**config.mk**
```make
export PLATFORM = sky130hd
export DESIGN_NAME = mdio_c22_master
export DESIGN_NICKNAME = d
export VERILOG_FILES = /design/src/rtl/mdio_pkg.sv /design/src/rtl/mdio_clkdiv.sv /design/src/rtl/mdio_frame_seq.sv /design/src/rtl/mdio_csr.sv /design/src/rtl/mdio_c22_master.sv
export SDC_FILE = /design/constraint.sdc
export NUM_CORES = 1
export LEC_CHECK = 0
export BUFFER_PORTS_ARGS = -buffer_cell sky130_fd_sc_hd__buf_2
export CORE_ASPECT_RATIO = 0.6
export CORE_MARGIN = 5
export CORE_UTILIZATION = 50
export DETAILED_ROUTE_END_ITERATION = 8
export PLACE_DENSITY = 0.83
export RECOVER_POWER = 50
export SETUP_SLACK_MARGIN = 0.5
export SYNTH_ARGS = -nofsm -noshare
export SYNTH_HDL_FRONTEND = slang
export SYNTH_SLANG_ARGS = --single-unit
```
**constraint.sdc**
```tcl
create_clock -name clk -period 2.76 [get_ports clk]
set_clock_uncertainty 0.05 [all_clocks]
set_input_delay 0.552 -clock clk [delete_from_list [all_inputs] [get_ports clk]]
set_output_delay 0.552 -clock clk [all_outputs]
set_load 0.03 [all_outputs]
```
**src/rtl/mdio_pkg.sv**
```systemverilog
package mdio_pkg;

  localparam int FRAME_BITS  = 64;
  localparam int PRE_BITS    = 32;
  localparam int ADDR_W      = 5;
  localparam int DATA_W      = 16;
  localparam int TA_FIRST    = 46;
  localparam int DATA_FIRST  = 48;

  localparam int F_DATA   = 0;
  localparam int F_PHY    = 16;
  localparam int F_REG    = 21;
  localparam int F_OP     = 26;
  localparam int F_RVALID = 27;
  localparam int F_BUSY   = 28;

  typedef struct packed {
    logic              is_read;
    logic [ADDR_W-1:0] phy;
    logic [ADDR_W-1:0] regad;
    logic [DATA_W-1:0] wdata;
  } mdio_cmd_t;

  function automatic mdio_cmd_t unpack_cmd(input logic [26:0] w);
    mdio_cmd_t c;
    c.is_read = w[F_OP];
    c.phy     = w[F_PHY +: ADDR_W];
    c.regad   = w[F_REG +: ADDR_W];
    c.wdata   = w[F_DATA +: DATA_W];
    return c;
  endfunction

endpackage

```
**src/rtl/mdio_clkdiv.sv**
```systemverilog
module mdio_clkdiv #(
  parameter int DIV = 50
) (
  input  logic clk,
  input  logic rst_n,
  input  logic run,
  output logic mdc,
  output logic rise_stb,
  output logic fall_stb
);
  localparam int HALF = DIV / 2;
  localparam int CW   = (HALF > 1) ? $clog2(HALF) : 1;
  localparam logic [CW-1:0] CNT_LAST = CW'(HALF - 1);

  logic [CW-1:0] cnt;
  logic          tick;

  assign tick     = run && (cnt == CNT_LAST);
  assign rise_stb = tick && !mdc;
  assign fall_stb = tick && mdc;

  always_ff @(posedge clk or negedge rst_n) begin
    if (!rst_n) begin
      cnt <= '0;
      mdc <= 1'b0;
    end else if (!run) begin
      cnt <= '0;
      mdc <= 1'b0;
    end else if (tick) begin
      cnt <= '0;
      mdc <= ~mdc;
    end else begin
      cnt <= cnt + 1'b1;
    end
  end

  AST_MDC_EDGE_ON_STROBE: assert property (@(posedge clk) disable iff (!rst_n)
    $rose(mdc) |-> $past(rise_stb)) else $error("mdc rose without strobe");

  AST_MDC_FALL_ON_STROBE: assert property (@(posedge clk) disable iff (!rst_n)
    ($fell(mdc) && $past(run)) |-> $past(fall_stb)) else $error("mdc fell without strobe");

endmodule

```
**src/rtl/mdio_frame_seq.sv**
```systemverilog
module mdio_frame_seq
  import mdio_pkg::*;
(
  input  logic              clk,
  input  logic              rst_n,
  input  logic              start,
  input  mdio_cmd_t         cmd,
  input  logic              rise_stb,
  input  logic              fall_stb,
  input  logic              mdio_i,
  output logic              mdio_o,
  output logic              mdio_oe,
  output logic              busy,
  output logic              done,
  output logic              done_read,
  output logic [DATA_W-1:0] rd_word
);
  localparam int BW = $clog2(FRAME_BITS);
  localparam logic [BW-1:0] BIT_LAST  = BW'(FRAME_BITS - 1);
  localparam logic [BW-1:0] BIT_TA    = BW'(TA_FIRST);
  localparam logic [BW-1:0] BIT_DATA  = BW'(DATA_FIRST);

  logic [FRAME_BITS-1:0] shreg;
  logic [BW-1:0]         bitc;
  logic                  is_read;
  logic [DATA_W-1:0]     rdsh;
  logic [FRAME_BITS-1:0] load_word;

  always_comb begin
    load_word = {{PRE_BITS{1'b1}}, 2'b01,
                 cmd.is_read ? 2'b10 : 2'b01,
                 cmd.phy, cmd.regad,
                 cmd.is_read ? 2'b00 : 2'b10,
                 cmd.is_read ? {DATA_W{1'b0}} : cmd.wdata};
  end

  always_ff @(posedge clk or negedge rst_n) begin
    if (!rst_n) begin
      shreg   <= '0;
      bitc    <= '0;
      busy    <= 1'b0;
      is_read <= 1'b0;
      rdsh    <= '0;
    end else if (start) begin
      shreg   <= load_word;
      bitc    <= '0;
      busy    <= 1'b1;
      is_read <= cmd.is_read;
      rdsh    <= '0;
    end else if (busy) begin
      if (rise_stb && is_read && (bitc >= BIT_DATA))
        rdsh <= {rdsh[DATA_W-2:0], mdio_i};
      if (fall_stb) begin
        shreg <= {shreg[FRAME_BITS-2:0], 1'b0};
        if (bitc == BIT_LAST) busy <= 1'b0;
        else                  bitc <= bitc + 1'b1;
      end
    end
  end

  assign mdio_o    = shreg[FRAME_BITS-1];
  assign mdio_oe   = busy && !(is_read && (bitc >= BIT_TA));
  assign done      = busy && fall_stb && (bitc == BIT_LAST);
  assign done_read = is_read;
  assign rd_word   = rdsh;

  AST_NO_START_WHILE_BUSY: assert property (@(posedge clk) disable iff (!rst_n)
    busy |-> !start) else $error("start accepted during frame");

  AST_WRITE_ALWAYS_DRIVEN: assert property (@(posedge clk) disable iff (!rst_n)
    (busy && !is_read) |-> mdio_oe) else $error("write frame released line");

  AST_READ_RELEASED_AFTER_TA: assert property (@(posedge clk) disable iff (!rst_n)
    (busy && is_read && bitc > BIT_TA) |-> !mdio_oe) else $error("read data window driven");

endmodule

```
**src/rtl/mdio_csr.sv**
```systemverilog
module mdio_csr
  import mdio_pkg::*;
(
  input  logic              clk,
  input  logic              rst_n,
  input  logic              we,
  input  logic [31:0]       wdata,
  input  logic              busy,
  input  logic              done,
  input  logic              done_read,
  input  logic [DATA_W-1:0] rd_word,
  output logic              start,
  output mdio_cmd_t         cmd,
  output logic [31:0]       rdata
);
  logic              rvalid;
  logic [DATA_W-1:0] rd_q;
  logic              unused_hi;

  assign unused_hi = ^wdata[31:27];
  assign start     = we && !busy;
  assign cmd       = unpack_cmd(wdata[26:0]);

  always_ff @(posedge clk or negedge rst_n) begin
    if (!rst_n) begin
      rvalid <= 1'b0;
      rd_q   <= '0;
    end else if (start) begin
      rvalid <= 1'b0;
    end else if (done && done_read) begin
      rvalid <= 1'b1;
      rd_q   <= rd_word;
    end
  end

  always_comb begin
    rdata                     = '0;
    rdata[F_DATA +: DATA_W]   = rd_q;
    rdata[F_RVALID]           = rvalid;
    rdata[F_BUSY]             = busy;
  end

  AST_RVALID_CLEARED_ON_ACCEPT: assert property (@(posedge clk) disable iff (!rst_n)
    start |=> !rvalid) else $error("read-valid survived new command");

  AST_RVALID_SET_ON_READ_DONE: assert property (@(posedge clk) disable iff (!rst_n)
    (done && done_read) |=> (rvalid && !busy)) else $error("read completion not flagged");

  AST_DATA_HELD_WHILE_BUSY: assert property (@(posedge clk) disable iff (!rst_n)
    (busy && !done) |=> $stable(rd_q)) else $error("read data moved mid-frame");

endmodule

```
**src/rtl/mdio_c22_master.sv**
```systemverilog
module mdio_c22_master
  import mdio_pkg::*;
#(
  parameter int MDC_DIV = 50
) (
  input  logic        clk,
  input  logic        rst_n,
  input  logic        csr_we,
  input  logic [31:0] csr_wdata,
  output logic [31:0] csr_rdata,
  output logic        mdc,
  output logic        mdio_o,
  output logic        mdio_oe,
  input  logic        mdio_i
);
  logic              start;
  mdio_cmd_t         cmd;
  logic              busy;
  logic              done;
  logic              done_read;
  logic [DATA_W-1:0] rd_word;
  logic              rise_stb;
  logic              fall_stb;

  mdio_csr u_csr (
    .clk       (clk),
    .rst_n     (rst_n),
    .we        (csr_we),
    .wdata     (csr_wdata),
    .busy      (busy),
    .done      (done),
    .done_read (done_read),
    .rd_word   (rd_word),
    .start     (start),
    .cmd       (cmd),
    .rdata     (csr_rdata)
  );

  mdio_clkdiv #(.DIV(MDC_DIV)) u_div (
    .clk      (clk),
    .rst_n    (rst_n),
    .run      (busy),
    .mdc      (mdc),
    .rise_stb (rise_stb),
    .fall_stb (fall_stb)
  );

  mdio_frame_seq u_seq (
    .clk       (clk),
    .rst_n     (rst_n),
    .start     (start),
    .cmd       (cmd),
    .rise_stb  (rise_stb),
    .fall_stb  (fall_stb),
    .mdio_i    (mdio_i),
    .mdio_o    (mdio_o),
    .mdio_oe   (mdio_oe),
    .busy      (busy),
    .done      (done),
    .done_read (done_read),
    .rd_word   (rd_word)
  );

  AST_MDIO_HOLD_WHILE_MDC_HIGH: assert property (@(posedge clk) disable iff (!rst_n)
    mdc |-> $stable(mdio_o)) else $error("mdio changed with mdc high");

  AST_MDC_LOW_WHEN_IDLE: assert property (@(posedge clk) disable iff (!rst_n)
    !csr_rdata[F_BUSY] |-> !mdc) else $error("mdc toggling while idle");

  AST_RESERVED_ZERO: assert property (@(posedge clk) disable iff (!rst_n)
    (csr_rdata[31:29] == 3'b0) && (csr_rdata[26:16] == 11'b0)) else $error("reserved status bits set");

endmodule

```
Word level (Yosys, flattened, before mapping)
Index checks and enable logic that the tools add are counted.
{"block": "word_totals", "regBits": 111, "in_bits": 36, "output_inout_bits": 35, "wordCells": 64}
{"block": "classes", "add_sub_neg": 2, "n_lt_le_gt_ge": 2, "n_eq_ne": 4, "mux": 23, "bitwise_logic": 2, "reduce_logical": 22}
{"cell": "2-to-1 mux 64 bit", "count": 3}
{"cell": "2-to-1 mux 16 bit", "count": 4}
{"cell": "2-to-1 mux 6 bit", "count": 4}
{"cell": ">= comparator 6 bit (second input constant)", "count": 2}
{"cell": "logical AND 1 bit", "count": 11}
{"cell": "2-to-1 mux 5 bit", "count": 2}
{"cell": "2-to-1 mux 1 bit", "count": 8}
{"cell": "nonzero test 2 bit", "count": 4}
{"cell": "adder 6 x 1 -> 6 bit (second input constant)", "count": 1}
{"cell": "equality test 6 bit (second input constant)", "count": 1}
{"cell": "AND reduction 2 bit", "count": 3}
{"cell": "adder 5 x 1 -> 5 bit (second input constant)", "count": 1}
{"cell": "equality test 5 bit (second input constant)", "count": 1}
{"cell": "2-to-1 mux 2 bit", "count": 2}
{"cell": "!= test 2 bit (second input constant)", "count": 2}
{"cell": "zero test 1 bit", "count": 3}
{"cell": "AND reduction 3 bit", "count": 1}
{"cell": "NOT 1 bit", "count": 2}

Longest topological paths before layout
Gate-level depths: netlist of the first run.
{"block": "depth", "ltp_word": 8, "mapped_depth": 9, "mapped_depth_nobuf": 6}

By module
From an unflattened synthesis of the first run, not the netlist that was laid out.
{"block": "unflattened", "cells_unflattened": 497, "hier_area_um2": 5270.1}
{"mod": "mdio_frame_seq", "n_inst": 1, "cells_each": 385, "area_each_um2": 3930.0, "seq_area_each_um2": 2202.1}
{"mod": "mdio_csr", "n_inst": 1, "cells_each": 83, "area_each_um2": 1027.2, "seq_area_each_um2": 425.4}
{"mod": "mdio_clkdiv", "n_inst": 1, "cells_each": 29, "area_each_um2": 312.8, "seq_area_each_um2": 150.1}

Worst setup path after synthesis of the first run
Ideal clock, no wire load.
{"block": "synth_timing", "path_type": "reg2out", "start": "reg u_seq.bitc[0]", "end": "out mdio_oe", "t_arrival_ns": 1.326, "t_required_ns": 2.158, "setup_slack_ns": 0.832, "path_stages_with_launch": 6, "n_path_buf": 0, "cell_sequence": "dfrtp_1 -> inv_1 -> ha_1 -> or2_2 -> a31oi_1 -> o21a_1"}
{"block": "synth_via", "elab_chain_len": 4}
{"item": "from (decl)", "line_no": "mdio_frame_seq.sv:24", "source": "logic [BW-1:0] bitc;"}
{"item": "from (signal assigned)", "line_no": "mdio_frame_seq.sv:56", "source": "else bitc <= bitc + 1'b1;"}
{"item": ">= comparator 6 bit", "line_no": "mdio_frame_seq.sv:62", "source": "assign mdio_oe = busy && !(is_read && (bitc >= BIT_TA));"}
{"item": "logical AND 1 bit", "line_no": "mdio_frame_seq.sv:62"}
{"item": "zero test 1 bit", "line_no": "mdio_frame_seq.sv:62"}
{"item": "logical AND 1 bit", "line_no": "mdio_frame_seq.sv:62"}
{"item": "to (decl)", "line_no": "mdio_c22_master.sv:13", "source": "output logic mdio_oe,"}
Every way passes these cells.

Worst setup path in the final report of the first run
{"block": "layout_timing", "start": "reg u_div.cnt[0]", "end": "reg u_seq.bitc[2]"}
{"block": "layout_via", "elab_chain_len": 5}
{"item": "from (decl)", "line_no": "mdio_clkdiv.sv:15", "source": "logic [CW-1:0] cnt;"}
{"item": "from (signal assigned)", "line_no": "mdio_clkdiv.sv:33", "source": "cnt <= cnt + 1'b1;"}
{"item": "equality test 5 bit", "line_no": "mdio_clkdiv.sv:18", "source": "assign tick = run && (cnt == CNT_LAST);"}
{"item": "logical AND 1 bit", "line_no": "mdio_clkdiv.sv:18"}
{"item": "logical AND 1 bit", "line_no": "mdio_clkdiv.sv:20", "source": "assign fall_stb = tick && mdc;"}
{"item": "nonzero test 2 bit (no line)"}
{"item": "AND reduction 3 bit (no line)"}
Every way passes these cells.
A chain may end at the register's enable or synchronous reset.

==> results of run 1 <==
-- cell families after synthesis --
kind of cell	count (synthesis)	share of synthesized area [%]
flip-flops	111	57.6
adder cells (fa/ha/maj)	4	1.04
other	1	0.0778
XOR/XNOR	2	0.364
multiplexers	20	4.57
AND/OR/NAND/NOR	239	20.9
buffers and inverters	59	6.10
AO/OA/AOI/OAI	78	9.32
-- layout make-up --
cell class / count / share of cell area, %
Sequential cell: 111 / 51.1
Multi-Input combinational cell: 357 / 33.4
Timing Repair Buffer: 60 / 6.49
Clock buffer: 12 / 4.90
Tap cell: 130 / 2.99
Inverter: 9 / 0.621
Clock inverter: 4 / 0.529
-- power by group through the flow --
stage / sequential, mW / clock (mW) / combinational, mW
2_1_floorplan: 2.47 / 0 / 0.718
3_3_place_gp: 2.49 / 0 / 0.875
3_5_place_dp: 2.53 / 0 / 0.946
4_1_cts: 2.51 / 1.29 / 0.984
5_1_grt: 2.57 / 1.35 / 1.12
6_report: 2.50 / 1.25 / 0.957
-- worst paths after layout --
kind | end | slack (ns) | depth (start not counted)
min in group clk | u_seq.rd_word[0]$_DFFE_PN0P_ | 0.37 | 3
max in group asynchronous | u_seq.rd_word[14]$_DFFE_PN0P_ | 0.67 | 2
worst max register to register | u_seq.bitc[2]$_DFFE_PN0P_ | 0.41 | 7
worst max-delay path | u_seq.bitc[2]$_DFFE_PN0P_ | 0.41 | 7
worst min register to register | u_seq.shreg[54]$_DFFE_PN0P_ | 0.44 | 2
worst min-delay path | u_div.cnt[4]$_DFF_PN0_ | 0.34 | 1
-- critical path: cells and delay by family (launching register included) --
kind | cells | cell delay [ns]
simple gates | 3 | 1.17
flops | 1 | 0.40
buf+inv | 2 | 0.31
fa+ha+maj | 1 | 0.22
compound gates | 1 | 0.12
-- state kept, by name, summed over array words and instances, names as in the netlist --
name / count
u_seq.rd_word: 16
u_div.cnt: 5
u_seq.done_read: 1
u_csr.rvalid: 1
u_seq.shreg: 64
u_seq.busy: 1
u_seq.bitc: 6
u_div.mdc: 1
u_csr.rd_q: 16
-- layout by cell type (no fill, tap or decap), types with 2 or more instances in the layout --
cell type   Yosys  final
a21oi_1        23     23
a31oi_1        28     28
inv_1           8      8
nor3_1          2      2
clkbuf_8        0      3
nand2_1       168    168
mux2i_1         4      4
o21ai_0        19     19
and3_1          2      2
clkbuf_16       0      9
dfrtp_1       111    111
clkbuf_1       18      5
a211oi_1        2      2
buf_4          16      4
nor2_1         16     14
buf_12          0      2
conb_1          1     14
clkinvlp_4      0      2
xnor2_1         2      2
ha_1            4      4
buf_6           0      3
and2_0          0      2
nor2b_1         4      4
mux2_2         16     16
buf_2          10     45
nand3_1        35     35
-- metrics by stage --
stage	hold slack, ns	utilization (%)
after floorplan	0.206	-
after global placement	0.421	55.2
after detailed placement	0.426	55.2
after CTS	0.147	58.7
after global routing	0.364	58.5
final	0.339	58.5
-- repair_timing --
action / in CTS / in global routing
pin swaps: 2 / 1
gates resized for setup: 4 / 3
endpoints found under the setup margin: 4 / 17
setup buffers: 2 / 0
-- cell usage after synthesis, drive strengths merged, types with 2 or more instances --
cell type	n	area, µm²
a211oi	2	15.0
a21oi	23	115
a31oi	28	175
and2	2	12.5
and3	2	12.5
buf	32	193
clkbuf	18	67.6
dfrtp	111	2780
ha	4	50.1
inv	8	30.0
mux2	16	180
mux2i	4	40.0
nand2	168	631
nand3	36	185
nor2	16	60.1
nor2b	4	25.0
nor3	2	10.0
o21ai	19	95.1
or2	2	12.5
xnor2	2	17.5
-- per-layer routing --
metal | GRT usage [%] | vias up | part of all wire, %
li1 | - | 1744 | -
met1 | 23.4 | 1721 | 45
met2 | 27.9 | 101 | 47
met3 | 4.87 | 16 | 6.0
met4 | 5.76 | 0 | 1.6
met5 | 0 | - | 0
==> results by group, run 1 <==
Timing
  • Tmin final: 2.35 ns
  • Worst-Margin Slew: 1.20 ns
  • Pins Over Slew Limit: 0
  • Fin Setup TNS: 0 ns
  • Final Setup Violations: 0
  • Max-slew headroom: 19.8%
  • Final Hold Viols: 0
  • Period utilisation layout: 85.2%
  • Setup ws final: 0.408 ns
  • RSZ-0062 raised after global routing: yes
  • F_max: 0.425 GHz

Placed design
  • Port Buf Inserts: 51
  • Worst slack, placed: 0.478 ns
  • Placed insts: 665
  • Final HPWL DP: 6230 µm
  • Final Wtd Congestion: 0.784
  • Placed Area: 5130 µm²

Route
  • First drt pass iteration count: 5
  • Drt drc: 0
  • Via density: 5.24
  • Iter 0 DRT Violations: 237
  • DR vias: 3582
  • Final WL: 9610 µm
  • Routed Antenna Nets: 0
  • Wire per inst: 14.1 µm

Final layout
  • Layout Nets: 588
  • Antenna diodes: 0
  • FILL cells: 783
  • P&R area growth vs syn: 12.9%
  • Area of the multi-input gates: 1820 µm²
  • Register Area: 2780 µm²
  • Post-route insts no fill: 683
  • Share of cells above drive strength 1: 17.2%
  • Finished Cell Area: 5440 µm²

Power
  • Power share of the combinational group: 20.3%
  • Sw Ratio: 30.2%
  • Register share of total power: 53.1%
  • Int Pwr: 3.29 mW
  • Clk pwr share: 26.6%
  • Static leakage: 2.60 nW
  • Net Switching: 1.42 mW
  • Cell area power density: 867 nW/µm²
  • Worst vdd ir: 0.358 mV
  • Total power: 4.71 mW

Floorplan
  • Die W: 137 µm
  • Total die area: 11800 µm²
  • Rows: 27
  • IO Pins: 71
  • Core ar.: 9290 µm²
  • Die height: 86.0 µm
  • Initial core utilization: 51.9%

Critical path
  • Critical Path End Type: register
  • Worst EP required: 2.99 ns
  • Startpoint types: register
  • Critical Path, Cell by Cell: inv_1 > ha_1 > nand4b_1 > or2_2 > buf_6 > or3_1 > a21oi_1
  • Largest fanout on the critical path: 46
  • Critical path launch point: u_div.cnt[0]$_DFF_PN0_
  • Max stage delay on crit path: 0.48 ns
  • Crit Path Class: register to register
  • FF-to-FF Start: u_div.cnt[0]$_DFF_PN0_
  • Critical path arrival: 2.58 ns
  • Crit-path slowest cell: or2_2

Clock tree
  • Clk buf depth: 2
  • CTS Hold Bufs: 0
  • CTS tree: built
  • Worst-skew pair later-pin latency: 0.35 ns
  • Clock Sinks: 111
  • Clock-pin slew on the worst setup and hold paths: 0.07 ns
  • TritonCTS buffer count: 9
  • H-tree levels: 3
  • Root Buffer: clkbuf_16

Job
  • Max-cap violation count: 0

Synth
  • FFs w/ async S/R, synth: 100%
  • Syn Inst Count: 514
  • Cell variety after synth: 39
  • Seq/Total Area, Yosys: 57.6%
  • Post-synth EDFFs: 0
  • Ys Warns: 0
  • Flops & latches, synth: 111
  • Primary FF master, synth: dfrtp_1
  • Syn Area/Cell: 9.37 µm²
  • Mapped Area: 4820 µm²

Global routing
  • All-Layer GR Usage: 17.5%
  • Largest net degree at the start of global routing: 69
  • Gr ovfl total: 0
  • Number of global-route vias before repair: 3433
  • Initial antenna violation count: 0
  • First-pass GRT wire length: 16600 µm

Status
  • Status: complete, no violations

Hold path
  • Worst hold-check path type: input port to async pin
(Power assumes the default switching activity.)
==> run 2, diff against run 1 <==
Settings changed: RECOVER_POWER 50 to 25.
==> run 2 against run 1 <==
Combinational power is 1% higher. Cell count unchanged. Via count rose by 0.11%. Design area up 0.44%. Global-route usage stayed put. Total power increased by 0.55%. Critical path depth is 1 lower. Clock-buffer cell count did not move. First-iteration DRC count up 16%.
==> results by group, run 2 (synthesized netlist as in run 1, its figures left out) <==
Route
  • DR vias: 3586
  • Via density: 5.25
  • First drt pass iteration count: 5
  • Drt drc: 0
  • Final WL: 9650 µm
  • Routed Antenna Nets: 0
  • Wire per inst: 14.1 µm
  • Iter 0 DRT Violations: 274

Final layout
  • Top reg by flops: u_seq.shreg
  • Layout Nets: 588
  • FILL cells: 777
  • Antenna diodes: 0
  • Commonest non-fill, non-tap cell in the layout: nand2_1
  • Fin util: 58.8%
  • Highest-count cells in the layout ignoring fill and taps: nand2_1 (168), dfrtp_1 (111), buf_2 (49)
  • Share of cells above drive strength 1: 18.3%
  • Area of the multi-input gates: 1830 µm²
  • Register Area: 2780 µm²
  • Max reg flops: 64
  • P&R area growth vs syn: 13.3%
  • Finished Cell Area: 5460 µm²

Timing
  • Hold Slack: 0.334 ns
  • Tmin final: 2.25 ns
  • Final Hold Viols: 0
  • Final Setup Violations: 0
  • Fin Setup TNS: 0 ns
  • Pins Over Slew Limit: 0
  • Max-slew headroom: 29.4%
  • Period utilisation layout: 81.4%
  • Worst-Margin Slew: 1.06 ns
  • RSZ-0062 raised after global routing: yes
  • F_max: 0.445 GHz

Global routing
  • Number of global-route vias before repair: 3433
  • All-Layer GR Usage: 17.5%
  • Initial antenna violation count: 0
  • Gr ovfl total: 0
  • Largest net degree at the start of global routing: 69
  • First-pass GRT wire length: 16600 µm

Clock tree
  • Clk buf depth: 2
  • TritonCTS buffer count: 9
  • Clock-pin slew on the worst setup and hold paths: 0.07 ns
  • H-tree levels: 3
  • Clock Sinks: 111
  • Root Buffer: clkbuf_16
  • CTS Hold Bufs: 0
  • CTS tree: built
  • Worst-skew pair later-pin latency: 0.35 ns

Floorplan
  • Die W: 137 µm
  • Die height: 86.0 µm
  • Core ar.: 9290 µm²
  • Rows: 27
  • Initial core utilization: 51.9%
  • Total die area: 11800 µm²
  • IO Pins: 71

Critical path
  • Critical path arrival: 1.65 ns
  • Crit Path Class: register to output port
  • Max stage delay on crit path: 0.35 ns
  • Crit-path slowest cell: dfrtp_1
  • Delay-heaviest family, CP: flip-flops
  • Worst EP required: 2.16 ns
  • Startpoint types: register
  • Critical Path End Type: output port
  • Critical Path, Cell by Cell: inv_1 > ha_1 > or2_4 > a31oi_1 > o21a_1 > buf_6
  • Largest fanout on the critical path: 2
  • Crit path buf inv count: 2

Hold path
  • Worst hold-check path type: input port to async pin

Power
  • Cell area power density: 868 nW/µm²
  • Static leakage: 2.64 nW
  • Clk pwr share: 26.5%
  • Register share of total power: 53.0%
  • Power share of the combinational group: 20.5%
  • Int Pwr: 3.30 mW
  • Worst vdd ir: 0.357 mV
  • Sw Ratio: 30.4%
  • Total power: 4.74 mW
  • Net Switching: 1.44 mW

Placed design
  • Port Buf Inserts: 51
  • Final Wtd Congestion: 0.784
  • Final HPWL DP: 6230 µm
  • Placed Area: 5130 µm²

Job
  • Max-cap violation count: 0

Status
  • Status: complete, no violations
[run 2: cell count changes in the layout (fill, tap and decap cells not counted)]
cell      change
buf_2         +4
and2_0        -2
buf_4         +1
nand4b_4      +1
nand4b_1      -1
clkbuf_1      -5
and2_1        +2
[run 2: power groups by stage]
stage	registers, mW	logic (mW)	clock network, mW
after global placement	2.49	0.875	0
final	2.51	0.970	1.26
after CTS	2.51	0.984	1.29
after global routing	2.57	1.13	1.35
after detailed placement	2.53	0.946	0
after floorplan	2.47	0.718	0
[run 2: path summary, 6_finish.rpt]
path / end / cells after the start / from / slack [ns]
max: mdio_oe / 6 / u_seq.bitc[0]$_DFFE_PN0P_ / 0.51
min: u_div.cnt[4]$_DFF_PN0_ / 1 / rst_n / 0.33
max reg2reg: u_csr.rd_q[0]$_DFFE_PN0P_ / 6 / u_seq.bitc[0]$_DFFE_PN0P_ / 0.58
min reg2reg: u_seq.shreg[54]$_DFFE_PN0P_ / 2 / u_seq.shreg[53]$_DFFE_PN0P_ / 0.44
max in group asynchronous: u_seq.rd_word[4]$_DFFE_PN0P_ / 2 / rst_n / 1.43
min in group clk: u_seq.rd_word[0]$_DFFE_PN0P_ / 3 / mdio_i / 0.37
[run 2: stage by stage]
stage	std cells	setup slack (ns)
6_report	683	0.512
5_1_grt	683	0.415
4_1_cts	683	0.483
3_5_place_dp	665	0.478
3_3_place_gp	665	0.552
2_1_floorplan	527	0.832
[run 2: repair_timing]
| action | CTS | global route |
|---|---|---|
| buffers inserted | 2 | 0 |
| gates cloned | 0 | 0 |
| pin swaps | 2 | 1 |
| endpoints found under the setup margin | 4 | 17 |
| resized for setup | 4 | 3 |
[run 2: metal layers]
metal  wire (µm)  GRT usage (%)
met1        4350           23.4
met2        4560           27.9
met3         622           4.87
met4         117           5.76
met5           0              0
[run 2: layout make-up]
cell class,instances,area share [%]
timing repair buffer,60,6.62
clock inverter,4,0.527
tap,130,2.98
multi-input combinational,357,33.5
sequential,111,50.9
inverter,9,0.619
clock buffer,12,4.88
[run 2: worst reg2reg max path, cell delays in order, from the launching register on]
cell	delay (ns)
dfrtp_1	0.35
buf_4	0.13
ha_1	0.21
nand2_1	0.07
nor2_1	0.34
nand3_2	0.47
mux2_2	0.44
==> run 3, diff against run 2 <==
Settings changed: PLACE_DENSITY 0.83 to 0.86.
Clock period 2.76 ns to 1.9 ns, I/O delays scaled along.
==> run 3 against run 2 <==
The flow now finishes with violations (setup timing). Critical path depth unchanged. Cell count increased by 9.8%. Die area unchanged. Utilization increased by 28 points. Routed wire length increased by 110%. Via count increased by 33%. Clock power increased by 75%.
==> results by group, run 3 (synthesized netlist as in run 1, its figures left out) <==
Status
  • Status: finished with violations
  • Failing checks: setup timing

Power
  • Sw Ratio: 38.0%
  • Int Pwr: 6.14 mW
  • Net Switching: 3.77 mW
  • Static leakage: 3.78 nW
  • Clk pwr share: 22.2%
  • Register share of total power: 44.8%
  • Worst vdd ir: 0.937 mV
  • Power share of the combinational group: 33.0%
  • Cell area power density: 1220 nW/µm²

Route
  • Drt drc: 0
  • Iter 0 DRT Violations: 509
  • Final WL: 20000 µm
  • First drt pass iteration count: 5
  • Routed Antenna Nets: 0
  • Wire per inst: 26.7 µm
  • Via density: 6.35
  • DR vias: 4766

Placed design
  • Final Wtd Congestion: 0.794
  • Final HPWL DP: 6570 µm
  • Placed Area: 5340 µm²
  • Worst slack, placed: -0.00837 ns
  • Port Buf Inserts: 51

Global routing
  • First-pass GRT wire length: 25000 µm
  • All-Layer GR Usage: 28.1%
  • Largest net degree at the start of global routing: 52
  • Number of global-route vias before repair: 4739
  • Initial antenna violation count: 0
  • Gr ovfl total: 0

Hold path
  • Worst hold-check path type: input port to register

Floorplan
  • Initial core utilization: 51.9%
  • Total die area: 11800 µm²
  • Core ar.: 9290 µm²
  • Die height: 86.0 µm
  • Die W: 137 µm
  • IO Pins: 71
  • Rows: 27

Timing
  • Setup ws final: -0.190 ns
  • Pins Over Slew Limit: 0
  • Period utilisation layout: 110%
  • Final Setup Violations: 49
  • Hold Slack: 0.219 ns
  • RSZ-0062 raised after global routing: yes
  • Tmin final: 2.09 ns
  • Worst-Margin Slew: 0.862 ns
  • Final Hold Viols: 0
  • F_max: 0.478 GHz
  • Max-slew headroom: 42.5%

Final layout
  • Fin util: 87.1%
  • Antenna diodes: 0
  • Share of cells above drive strength 1: 61.9%
  • Max reg flops: 64
  • P&R area growth vs syn: 67.9%
  • Commonest non-fill, non-tap cell in the layout: dfrtp_1
  • Layout Nets: 656
  • Top reg by flops: u_seq.shreg
  • Finished Cell Area: 8090 µm²
  • Highest-count cells in the layout ignoring fill and taps: dfrtp_1 (110), nand2_4 (100), buf_2 (43)

Clock tree
  • CTS tree: built
  • Clk buf depth: 2
  • H-tree levels: 3
  • Clock-pin slew on the worst setup and hold paths: 0.08 ns
  • Root Buffer: clkbuf_16
  • Clock Sinks: 111
  • Worst-skew pair later-pin latency: 0.37 ns
  • TritonCTS buffer count: 9

Critical path
  • Startpoint types: register
  • Critical path arrival: 1.66 ns
  • Largest fanout on the critical path: 2
  • Critical Path End Type: output port
  • Crit Path Class: register to output port
  • Worst EP required: 1.47 ns

Job
  • Max-cap violation count: 0
run 3: area by class of cell:
type	instances	area [µm²]
clock buffer	9	225
clock inverter	6	109
fill	334	1200
inverter	9	33.8
multi-input combinational	358	3350
sequential	111	2780
tap	130	163
timing repair buffer	127	1430
run 3: timing repair:
action / in CTS / in global routing
endpoints found under the setup margin: 108 / 115
hold endpoints to repair: 24 / 0
setup buffers: 26 / 14
resized for setup: 299 / 128
hold buffers: 1 / 0
pin swaps: 136 / 73
cloned: 14 / 2
run 3: worst paths after layout:
| path | endpoint | slack, ns | startpoint | cells after the start |
|---|---|---|---|---|
| worst max-delay path | mdio_oe | -0.19 | u_seq.bitc[0]$_DFFE_PN0P_ | 6 |
| worst min-delay path | u_seq.rd_word[0]$_DFFE_PN0P_ | 0.22 | mdio_i | 3 |
| worst max register to register | u_seq.rd_word[4]$_DFFE_PN0P_ | -0.13 | u_div.cnt[0]$_DFF_PN0_ | 10 |
| worst min register to register | u_csr.rd_q[10]$_DFFE_PN0P_ | 0.47 | u_csr.rd_q[10]$_DFFE_PN0P_ | 1 |
| max in group asynchronous | u_csr.rd_q[3]$_DFFE_PN0P_ | 0.16 | rst_n | 3 |
| min in group asynchronous | u_seq.bitc[3]$_DFFE_PN0P_ | 0.61 | rst_n | 2 |
run 3: per-stage QoR:
stage          total power [mW]  instances  setup TNS (ns)
6_report                   9.91        750           -3.70
5_1_grt                    10.2        750           -8.00
4_1_cts                    8.52        734          -0.118
3_5_place_dp               5.19        678        -0.00837
3_3_place_gp               5.02        678               0
2_1_floorplan              4.72        527               0
run 3: layer usage:
layer,track usage (%),wire length [µm],share of wire (%),vias to the layer above
met3,7.74,1570,7.9,121
met1,32.4,7030,35,2400
li1,-,-,-,1902
met5,0,0,0,-
met4,12.2,1410,7.0,0
met2,49.2,10000,50,343
run 3: power groups by stage:
stage | clock (mW) | sequential, mW | combinational (mW)
3_3_place_gp | 0 | 3.63 | 1.40
4_1_cts | 2.14 | 4.00 | 2.39
5_1_grt | 2.29 | 4.48 | 3.42
6_report | 2.20 | 4.44 | 3.27
3_5_place_dp | 0 | 3.68 | 1.50
2_1_floorplan | 0 | 3.60 | 1.12
run 3: critical path, stage by stage (launching register included):
cell and delay, ns:
dfrtp_1 0.41, inv_2 0.09, ha_4 0.17, or2_4 0.23
a31oi_4 0.12, o21a_2 0.15, buf_6 0.13
